[src/rtl/mwin_pkg.sv]
// Shared types and widths for the memory window bridge.
// Assumes a 32-bit host data path split into byte lanes.
package mwin_pkg;
    localparam int DATA_W = 32;
    localparam int LANES  = DATA_W / 8;
    localparam int OFF_W  = $clog2(LANES);

    typedef enum logic [1:0] {
        SZ_BYTE = 2'd0,
        SZ_HALF = 2'd1,
        SZ_WORD = 2'd2,
        SZ_RSVD = 2'd3
    } acc_size_e;

    typedef enum logic [1:0] {
        SQ_IDLE = 2'd0,
        SQ_REQ  = 2'd1,
        SQ_WAIT = 2'd2
    } seq_state_e;

    typedef struct packed {
        logic             legal;
        logic [LANES-1:0] be;
    } lane_sel_t;
endpackage

[src/rtl/mwin_lane_decode.sv]
// Decodes access width and byte offset into a lane mask and an alignment
// verdict, and places right-aligned write data onto its lanes.
// Assumes natural alignment is required for every width.
module mwin_lane_decode
    import mwin_pkg::*;
(
    input  acc_size_e         size,
    input  logic [OFF_W-1:0]  off,
    input  logic [DATA_W-1:0] data_in,
    output lane_sel_t         sel,
    output logic [DATA_W-1:0] data_lane
);
    logic [OFF_W:0]   span;
    logic             legal;
    logic [LANES-1:0] be_raw;

    // Number of lanes covered by the access width.
    always_comb begin
        unique case (size)
            SZ_BYTE: span = (OFF_W+1)'(1);
            SZ_HALF: span = (OFF_W+1)'(2);
            SZ_WORD: span = (OFF_W+1)'(LANES);
            default: span = '0;
        endcase
    end

    // An access is legal when its width is defined and the offset is a multiple of it.
    assign legal = (span != '0) && ((off & OFF_W'(span - 1'b1)) == '0);

    // One enable per lane: set when the lane falls inside [off, off+span).
    for (genvar i = 0; i < LANES; i++) begin : g_lane
        localparam logic [OFF_W:0] LI = (OFF_W+1)'(i);
        assign be_raw[i] = (LI >= {1'b0, off}) && (LI < ({1'b0, off} + span));
    end

    assign sel.legal = legal;
    assign sel.be    = be_raw & {LANES{legal}};
    assign data_lane = data_in << {off, 3'b000};
endmodule

[src/rtl/mwin_read_align.sv]
// Extracts a right-aligned, zero-extended value of the requested width from a
// memory word. Assumes the offset was already checked for alignment.
module mwin_read_align
    import mwin_pkg::*;
(
    input  logic [DATA_W-1:0] word,
    input  acc_size_e         size,
    input  logic [OFF_W-1:0]  off,
    output logic [DATA_W-1:0] data_out
);
    logic [DATA_W-1:0] shifted;
    logic [DATA_W-1:0] mask;

    // Shift the addressed lane down to bit 0.
    assign shifted = word >> {off, 3'b000};

    // Keep only the bits of the access width.
    always_comb begin
        unique case (size)
            SZ_BYTE: mask = {{(DATA_W-8){1'b0}}, 8'hFF};
            SZ_HALF: mask = {{(DATA_W-16){1'b0}}, 16'hFFFF};
            default: mask = '1;
        endcase
    end

    assign data_out = shifted & mask;
endmodule

[src/rtl/mwin_post_buf.sv]
// Single holding register for a posted write. Loaded by the host side,
// emptied when the memory side reports the write committed.
// Assumes load is only asserted while the register is empty.
module mwin_post_buf
    import mwin_pkg::*;
#(
    parameter int WADDR_W = 10
) (
    input  logic               clk,
    input  logic               rst_n,
    input  logic               load,
    input  logic [WADDR_W-1:0] load_addr,
    input  logic [LANES-1:0]   load_be,
    input  logic [DATA_W-1:0]  load_data,
    input  logic               commit,
    output logic               valid,
    output logic [WADDR_W-1:0] addr,
    output logic [LANES-1:0]   be,
    output logic [DATA_W-1:0]  data
);
    // Occupancy: set on load, cleared on commit.
    always_ff @(posedge clk) begin
        if (!rst_n)      valid <= 1'b0;
        else if (load)   valid <= 1'b1;
        else if (commit) valid <= 1'b0;
    end

    // Contents captured only on load and held until the next load.
    always_ff @(posedge clk) begin
        if (!rst_n) begin
            addr <= '0;
            be   <= '0;
            data <= '0;
        end else if (load) begin
            addr <= load_addr;
            be   <= load_be;
            data <= load_data;
        end
    end
endmodule

[src/rtl/mwin_mem_seq.sv]
// Memory port sequencer: raises a request, holds it until grant, then waits
// for done and reports completion. Assumes done never comes before grant.
module mwin_mem_seq
    import mwin_pkg::*;
(
    input  logic clk,
    input  logic rst_n,
    input  logic start,
    input  logic start_we,
    input  logic gnt,
    input  logic done,
    output logic req,
    output logic busy,
    output logic op_we,
    output logic fin
);
    seq_state_e state;

    // Request / wait state machine.
    always_ff @(posedge clk) begin
        if (!rst_n) begin
            state <= SQ_IDLE;
        end else begin
            unique case (state)
                SQ_IDLE: if (start) state <= SQ_REQ;
                SQ_REQ:  if (gnt)   state <= SQ_WAIT;
                SQ_WAIT: if (done)  state <= SQ_IDLE;
                default:            state <= SQ_IDLE;
            endcase
        end
    end

    // Direction of the operation in flight, latched on start.
    always_ff @(posedge clk) begin
        if (!rst_n)                          op_we <= 1'b0;
        else if (state == SQ_IDLE && start)  op_we <= start_we;
    end

    assign req  = (state == SQ_REQ);
    assign busy = (state != SQ_IDLE);
    assign fin  = (state == SQ_WAIT) && done;
endmodule

[src/rtl/mwin_bridge.sv]
// Host-to-shared-memory window bridge. Reads stall the host until the memory
// read returns; writes are posted into one holding register tracked by a live
// readiness flag. Assumes the host issues one-cycle strobes and waits for
// host_ready before the next read.
module mwin_bridge
    import mwin_pkg::*;
#(
    parameter int ADDR_W   = 12,
    parameter bit READ_ANY = 1'b1
) (
    input  logic                      clk,
    input  logic                      rst_n,
    input  logic                      host_sel,
    input  logic                      host_wr,
    input  logic [1:0]                host_size,
    input  logic [ADDR_W-1:0]         host_addr,
    input  logic [DATA_W-1:0]         host_wdata,
    output logic [DATA_W-1:0]         host_rdata,
    output logic                      host_ready,
    output logic                      wr_free,
    output logic                      err_overrun,
    output logic                      err_access,
    input  logic                      err_clr,
    output logic                      mem_req,
    output logic                      mem_we,
    output logic [ADDR_W-OFF_W-1:0]   mem_addr,
    output logic [LANES-1:0]          mem_be,
    output logic [DATA_W-1:0]         mem_wdata,
    input  logic                      mem_gnt,
    input  logic                      mem_done,
    input  logic [DATA_W-1:0]         mem_rdata
);
    localparam int WADDR_W = ADDR_W - OFF_W;

    acc_size_e          h_size;
    logic [OFF_W-1:0]   h_off;
    logic [WADDR_W-1:0] h_waddr;
    lane_sel_t          dec;
    logic [DATA_W-1:0]  lane_wdata;

    logic wr_strobe, rd_strobe, rd_size_ok;
    logic wr_accept, wr_overrun, rd_accept, acc_bad;

    logic               wp_valid;
    logic [WADDR_W-1:0] wp_addr;
    logic [LANES-1:0]   wp_be;
    logic [DATA_W-1:0]  wp_data;

    logic               rd_pend;
    logic [WADDR_W-1:0] rd_waddr;
    acc_size_e          rd_size;
    logic [OFF_W-1:0]   rd_off;

    logic seq_start, seq_busy, seq_we, seq_fin, seq_req;
    logic wr_commit, rd_fin;
    logic [DATA_W-1:0] rd_aligned;

    assign h_size  = acc_size_e'(host_size);
    assign h_off   = host_addr[OFF_W-1:0];
    assign h_waddr = host_addr[ADDR_W-1:OFF_W];

    mwin_lane_decode u_dec (
        .size      (h_size),
        .off       (h_off),
        .data_in   (host_wdata),
        .sel       (dec),
        .data_lane (lane_wdata)
    );

    // Read width policy chosen by the variant parameter.
    if (READ_ANY) begin : g_rd_any
        assign rd_size_ok = 1'b1;
    end else begin : g_rd_word
        assign rd_size_ok = (h_size == SZ_WORD);
    end

    // Classification of the current host strobe.
    assign wr_strobe  = host_sel &  host_wr;
    assign rd_strobe  = host_sel & ~host_wr;
    assign wr_accept  = wr_strobe & dec.legal & ~wp_valid;
    assign wr_overrun = wr_strobe & dec.legal &  wp_valid;
    assign rd_accept  = rd_strobe & dec.legal & rd_size_ok & ~rd_pend;
    assign acc_bad    = host_sel & ~(dec.legal & (host_wr | rd_size_ok));

    mwin_post_buf #(.WADDR_W(WADDR_W)) u_post (
        .clk       (clk),
        .rst_n     (rst_n),
        .load      (wr_accept),
        .load_addr (h_waddr),
        .load_be   (dec.be),
        .load_data (lane_wdata),
        .commit    (wr_commit),
        .valid     (wp_valid),
        .addr      (wp_addr),
        .be        (wp_be),
        .data      (wp_data)
    );

    // Pending read: set on an accepted read, cleared when its data returns.
    always_ff @(posedge clk) begin
        if (!rst_n)         rd_pend <= 1'b0;
        else if (rd_accept) rd_pend <= 1'b1;
        else if (rd_fin)    rd_pend <= 1'b0;
    end

    // Address and shape of the pending read.
    always_ff @(posedge clk) begin
        if (!rst_n) begin
            rd_waddr <= '0;
            rd_size  <= SZ_WORD;
            rd_off   <= '0;
        end else if (rd_accept) begin
            rd_waddr <= h_waddr;
            rd_size  <= h_size;
            rd_off   <= h_off;
        end
    end

    // Posted write goes first so a later read sees its data.
    assign seq_start = ~seq_busy & (wp_valid | rd_pend);

    mwin_mem_seq u_seq (
        .clk      (clk),
        .rst_n    (rst_n),
        .start    (seq_start),
        .start_we (wp_valid),
        .gnt      (mem_gnt),
        .done     (mem_done),
        .req      (seq_req),
        .busy     (seq_busy),
        .op_we    (seq_we),
        .fin      (seq_fin)
    );

    assign wr_commit = seq_fin &  seq_we;
    assign rd_fin    = seq_fin & ~seq_we;

    mwin_read_align u_align (
        .word     (mem_rdata),
        .size     (rd_size),
        .off      (rd_off),
        .data_out (rd_aligned)
    );

    // Host completion pulse: immediate for everything except an accepted read.
    always_ff @(posedge clk) begin
        if (!rst_n) host_ready <= 1'b0;
        else        host_ready <= (host_sel & ~rd_accept) | rd_fin;
    end

    // Read data: memory result on read completion, zero for refused accesses.
    always_ff @(posedge clk) begin
        if (!rst_n)        host_rdata <= '0;
        else if (rd_fin)   host_rdata <= rd_aligned;
        else if (host_sel) host_rdata <= '0;
    end

    // Sticky error bits: set wins over clear.
    always_ff @(posedge clk) begin
        if (!rst_n) begin
            err_overrun <= 1'b0;
            err_access  <= 1'b0;
        end else begin
            err_overrun <= (err_overrun & ~err_clr) | wr_overrun;
            err_access  <= (err_access  & ~err_clr) | acc_bad;
        end
    end

    assign wr_free   = ~wp_valid;
    assign mem_req   = seq_req;
    assign mem_we    = seq_busy & seq_we;
    assign mem_addr  = seq_we ? wp_addr : rd_waddr;
    assign mem_be    = seq_we ? wp_be   : {LANES{1'b1}};
    assign mem_wdata = wp_data;
endmodule

[config.mk]
export PLATFORM = sky130hd
export DESIGN_NAME = mwin_bridge
export DESIGN_NICKNAME = d
export VERILOG_FILES = /design/src/rtl/mwin_pkg.sv /design/src/rtl/mwin_lane_decode.sv /design/src/rtl/mwin_read_align.sv /design/src/rtl/mwin_post_buf.sv /design/src/rtl/mwin_mem_seq.sv /design/src/rtl/mwin_bridge.sv
export SDC_FILE = /design/constraint.sdc
export NUM_CORES = 1
export LEC_CHECK = 0
export ABC_AREA = 1
export BUFFER_PORTS_ARGS = -buffer_cell sky130_fd_sc_hd__clkbuf_2
export CORE_AREA = 8 8 118 120
export CTS_CLUSTER_SIZE = 25
export DETAILED_ROUTE_END_ITERATION = 6
export DIE_AREA = 0 0 126 128
export PLACE_DENSITY = 0.76
export SLEW_MARGIN = 20
export SYNTH_ARGS = -nofsm -noshare
export SYNTH_HDL_FRONTEND = slang
export SYNTH_HIERARCHICAL = 1
export SYNTH_SLANG_ARGS = --single-unit
[constraint.sdc]
create_clock -name clk -period 2.6 [get_ports clk]
set_clock_uncertainty 0.05 [all_clocks]
set_input_delay 0.52 -clock clk [delete_from_list [all_inputs] [get_ports clk]]
set_output_delay 0.52 -clock clk [all_outputs]
set_load 0.05 [all_outputs]
# Word level (Yosys, flattened, before mapping)
# Index checks and enable logic that the tools add are counted.
# classes
bitwise,30
mux,14
n_shift,2
n_eq_ne,8
n_addsub,2
reduce_logical,16
n_lt_le_gt_ge,7
# op_table
cell,count
32-bit 2-to-1 mux,2
32-bit one-hot mux with 2 select lines,1
32-bit AND,1
32-bit by 5-bit left shift with 32-bit output,1
32-bit by 5-bit right shift with 32-bit output,1
1-bit AND,15
10-bit 2-to-1 mux,1
3-bit one-hot mux with 3 select lines,1
2-bit zero test,4
1-bit inverter,8
2-bit nonzero test,4
2-bit by 1-bit == test with 1-bit output (second input constant),3
1-bit logical AND,6
1-bit by 3-bit < comparator with 1-bit output (first input constant),2
2-bit by 3-bit < comparator with 1-bit output (first input constant),2
2-bit 2-to-1 mux,3
2-bit one-hot mux with 3 select lines,1
4-bit AND,1
2-bit == test (second input constant),2
1-bit by 2-bit greater-or-equal comparator with 1-bit output (first input constant),2
1-bit 2-to-1 mux,4
4-bit 2-to-1 mux,1
2-bit by 1-bit inequality test with 1-bit output (second input constant),2
1-bit OR,4
7 further kinds,7
# totals
out_inout_bits,84
in_bits,85
word_cells,93
ff_bits,100

# Logic depth before layout (Yosys ltp)
# depth
depth_word,11
mapped_depth,19
depth_no_buf,13

# Modules after synthesis
# The synthesis kept the hierarchy.
# by_module_without_submodules
module,area_each_um2,instances,seq_area_each_um2,cells_per_inst
mwin_bridge,2143.3,1,1001.0,301
mwin_post_buf,1666.6,1,940.9,205
mwin_read_align,844.6,1,0.0,191
mwin_lane_decode,709.4,1,0.0,147
mwin_mem_seq,146.4,1,60.1,23

# Least setup slack after synthesis
# No wires, ideal clock.
# synth_path
path_kind,input -> register
start,input host_size[1]
end,register u_post.be[1]
t_arrival_ns,2.282
path_slack_ns,0.152
required_time_ns,2.434
path_buffers,6
setup_time_ns,0.116
stages,19
cell_sequence,nor2_1 > inv_1 > ha_1 > inv_1 > nand2_4 > inv_2 > buf_4 > nand2_1 > inv_1 > buf_4 > buf_2 > nand2_1 > nor2_1 > buf_6 > inv_4 > buf_8 > buf_8 > nor2_1 > nor2_1
# synth_via
elab_chain_cells,8
elab_cells_between_ends,15
cone_classes,add/sub (2); order compare (1); eq/ne (2); mux (1); bitwise (4); reduce/logical (5)
# synth_rtl
item,line,source
start: declaration,mwin_bridge.sv:15,"input logic [1:0] host_size,"
"2-bit == test, or another cell as far along",mwin_lane_decode.sv:19,unique case (size)
3-bit one-hot mux with 3 select lines *,mwin_lane_decode.sv:19,
2-bit by 1-bit subtractor with 2-bit output,mwin_lane_decode.sv:28,assign legal = (span != '0) && ((off & OFF_W'(span - 1'b1)) == '0);
2-bit AND,mwin_lane_decode.sv:28,
2-bit zero test,mwin_lane_decode.sv:28,
1-bit logical AND *,mwin_lane_decode.sv:28,
named net u_dec.legal,mwin_lane_decode.sv:14,logic legal;
1-bit AND * (2 in series),mwin_bridge.sv:80,assign wr_accept = wr_strobe & dec.legal & ~wp_valid;
named net wr_accept,mwin_bridge.sv:42,"logic wr_accept, wr_overrun, rd_accept, acc_bad;"
end signal: assignment,mwin_post_buf.sv:36,be <= load_be;
end: declaration,mwin_post_buf.sv:18,"output logic [LANES-1:0] be,"
# Mark *: on every way through the listed nets, which the timed path passes. The rest lies on a longest branch.
# A chain may end at the register's enable or synchronous reset.

# Worst setup path after layout
# layout_path
start,register u_seq.op_we
end,output mem_be[1]
# layout_via
elab_chain_cells,1
# layout_rtl
item,line,source
start: declaration,mwin_mem_seq.sv:14,"output logic op_we,"
start signal: assignment,mwin_mem_seq.sv:36,else if (state == SQ_IDLE && start) op_we <= start_we;
4-bit 2-to-1 mux,mwin_bridge.sv:173,assign mem_be = seq_we ? wp_be : {LANES{1'b1}};
end: declaration,mwin_bridge.sv:27,"output logic [LANES-1:0] mem_be,"
# Every way passes these cells.

==> results_dict.tcl <==
set metrics [dict create \
    core.rowCount 41 \
    critPathCaptureType "output port" \
    post_synth_main_area_contributors "dfxtp_1 (36%), nand2_1 (16%), nor2_1 (11%)" \
    layout_min_cycle_time_ps 1970 \
    clock_buffers_created_by_tritoncts 9 \
    cts_setup_buffers 0 \
    tritoncts_sinks 100 \
    io_pins 169 \
    routed_wire_length_per_instance_um 14.1 \
    dp_worst_setup_slack_ps 299 \
    post_route_cells_drive_above_1_share_pct 23.3 \
    quantity_of_i_o_buffers_inserted_on_ports 168 \
    final_critical_path_setup_slack_ps 625 \
    yosys_warnings 6 \
    synth_top_family_by_area "simple AND/OR/NAND/NOR gates" \
    synth_xor_xnor_area_share_pct 0 \
    worst_ir_drop_vdd_mv 0.328 \
    core_area_sq_um 12200 \
    syn-instance-count 867 \
    tightest_slew_ps 545 \
    dp_hpwl_um 11800 \
    status "complete, no violations" \
    path_max_fanout 15 \
    slew_viol_final 0 \
    reg2reg_setup_slack_ps 940 \
    p_total_mw 3.61 \
    post_synth_instance_area_sq_um 5510 \
    clkLatencyLatePin_ps 340 \
    synth-simple-area-share_pct 39.1 \
    max-slew-margin-rel_pct 63.7 \
    grt_first_pass_wirelength_um 26300 \
    synth_edf_count 0 \
    post-route-drc-count 0 \
    kind_of_critical_path "reg -> out" \
    hold_path.class "in -> reg" \
    worst-endpoint-arrival_ps 1400 \
    path_clk_slew_ps 70 \
    syn_nets 955 \
    fp.dieW_um 126 \
    finish.net_count 1095 \
    clock_tree_buffer_depth 2 \
    pin_count_of_the_biggest_net_entering_global_routing 48 \
    chipHeight_um 128 \
    synth-seq-area-share_pct 36.3 \
    grt_pass1_vias 5367 \
    n_fill_cell 1273 \
    tritoncts "built" \
    htree_num_levels 3 \
    floorplan.initialDensity_pct 45.1 \
    fraction_of_the_mapped_netlist_area_in_adder_cells_pct 0.817 \
    fin_tns_setup_ps 0 \
    maxCapViolCount 0 \
    timing.rr.start "u_seq/state[0]" \
    globalRouteOverflowTotal 0 \
    hold_path.startpoint "host_addr[9]" \
    synth_compound_gate_area_share_pct 10.4 \
    worstSetupStartpointType "flip-flop" \
    critical_path.startpoint "u_seq/op_we" \
    drt_wl_total_um 16300 \
    ys_seq_elements 100 \
    synth_largest_type_area_fraction_pct 36.3 \
    via_per_inst 4.98 \
    cts_resized 0 \
    synth_most_common_cell "nand2_1" \
    area_growth_pct 18.5 \
    synth_area_leader_cell "dfxtp_1" \
    globalRouteTotalUtil_pct 19.9 \
    antenna_diode_count 0 \
    synth_commonest_cells "nand2_1 (240), nor2_1 (166), dfxtp_1 (100)" \
    firstDrtPassIters 6 \
    die_area_sq_um 16100 \
    async_reset_ff_share_pct 0 \
    count_of_cell_types_in_the_netlist 33 \
    period_share_pct 75.9 \
    routabilityCongestion 0.922 \
    ctsHoldBuffers 0 \
    required_ps 2030 \
    ys_dominant_reg_cell "dfxtp_1" \
    antenna_left 0 \
    final-setup-viol-count 0 \
    num_vias 5783 \
    fmaxAchievable_ghz 0.506 \
    drt-initial-drc-count 534 \
    synth.avg_cell_area_sq_um 6.36 \
    power_leakage_nw 3.51 \
    cts_root_buffer "clkbuf_16" \
    hold_violations_final 0 \
    setup_repair_after_global_routing_missed_its_margin "false" \
    grt_antenna_before_repair 1 \
    muxShareOfSynthArea_pct 0 \
    cellPowerDensity_nw_per_um2 553 \
]
## power by group
group / leakage, nW / switching, mW / internal (mW)
clock: 0.142 / 0.619 / 0.687
combinational: 2.55 / 0.483 / 0.206
sequential: 0.812 / 0.0314 / 1.58
## stage by stage
step | utilization [%] | instance area [sq um] | hold slack (ps) | instances
after detailed placement | 51.2 | 6250 | 410 | 1146
after global routing | 53.5 | 6530 | 385 | 1161
after floorplan | - | 5510 | 394 | 867
after CTS | 53.5 | 6530 | 357 | 1161
after global placement | 51.2 | 6250 | 405 | 1146
final | 53.5 | 6530 | 360 | 1161
## kinds of logic after synthesis
kind of cell,Yosys count
AO/OA/AOI/OAI,111
adder cells (fa/ha/maj),3
buffers and inverters,137
flip-flops,100
AND/OR/NAND/NOR,516
## cell type report
type	instances	area, sq um	share of cell area (%)
Clock buffer	10	239	3.66
Clock inverter	5	42.5	0.651
Inverter	85	337	5.15
Multi-Input combinational cell	630	2770	42.5
Sequential cell	100	2000	30.7
Tap cell	150	188	2.87
Timing Repair Buffer	181	951	14.6
## routing by layer
metal / GRT usage, % / routed length (um)
met5: 0 / 13
met2: 32.2 / 7450
met4: 6.23 / 332
met3: 6.11 / 1370
met1: 24.8 / 7160
## worst paths after layout
kind | end | depth (start not counted)
max | mem_be[1] | 3
min | u_post/addr[7] | 3
max reg2reg | host_rdata[23] | 8
min reg2reg | err_overrun | 2
## cells in the final DEF, fill, tap and decap left out, types with 3 or more instances in the layout
cell,count
dfxtp_1,100
or2_2,5
inv_6,4
nor2_1,165
o21ai_0,55
inv_1,74
clkbuf_2,168
buf_4,12
nand2_4,3
nor2_2,9
nand2_1,240
clkinv_1,3
clkbuf_16,9
a21oi_1,50
nand2_2,6
nand3_1,78
o21bai_1,4
and2_2,4
inv_2,4
nor2_4,4
## critical path, cell delays in order, from the launching register on
cell	delay [ps]
dfxtp_1	340
inv_2	140
or2_2	330
clkbuf_2	250
## registers in the layout (all words and copies together), names as in the netlist
| signal | flops |
|---|---|
| u_post/data | 32 |
| rd_off | 2 |
| host_rdata | 32 |
| u_seq/op_we | 1 |
| u_post/addr | 10 |
| host_ready | 1 |
| err_overrun | 1 |
| u_post/valid | 1 |
| rd_pend | 1 |
| rd_size | 2 |
| rd_waddr | 10 |
| u_post/be | 4 |
| err_access | 1 |
| u_seq/state | 2 |
Note: power is estimated with default switching activity, not from simulation.
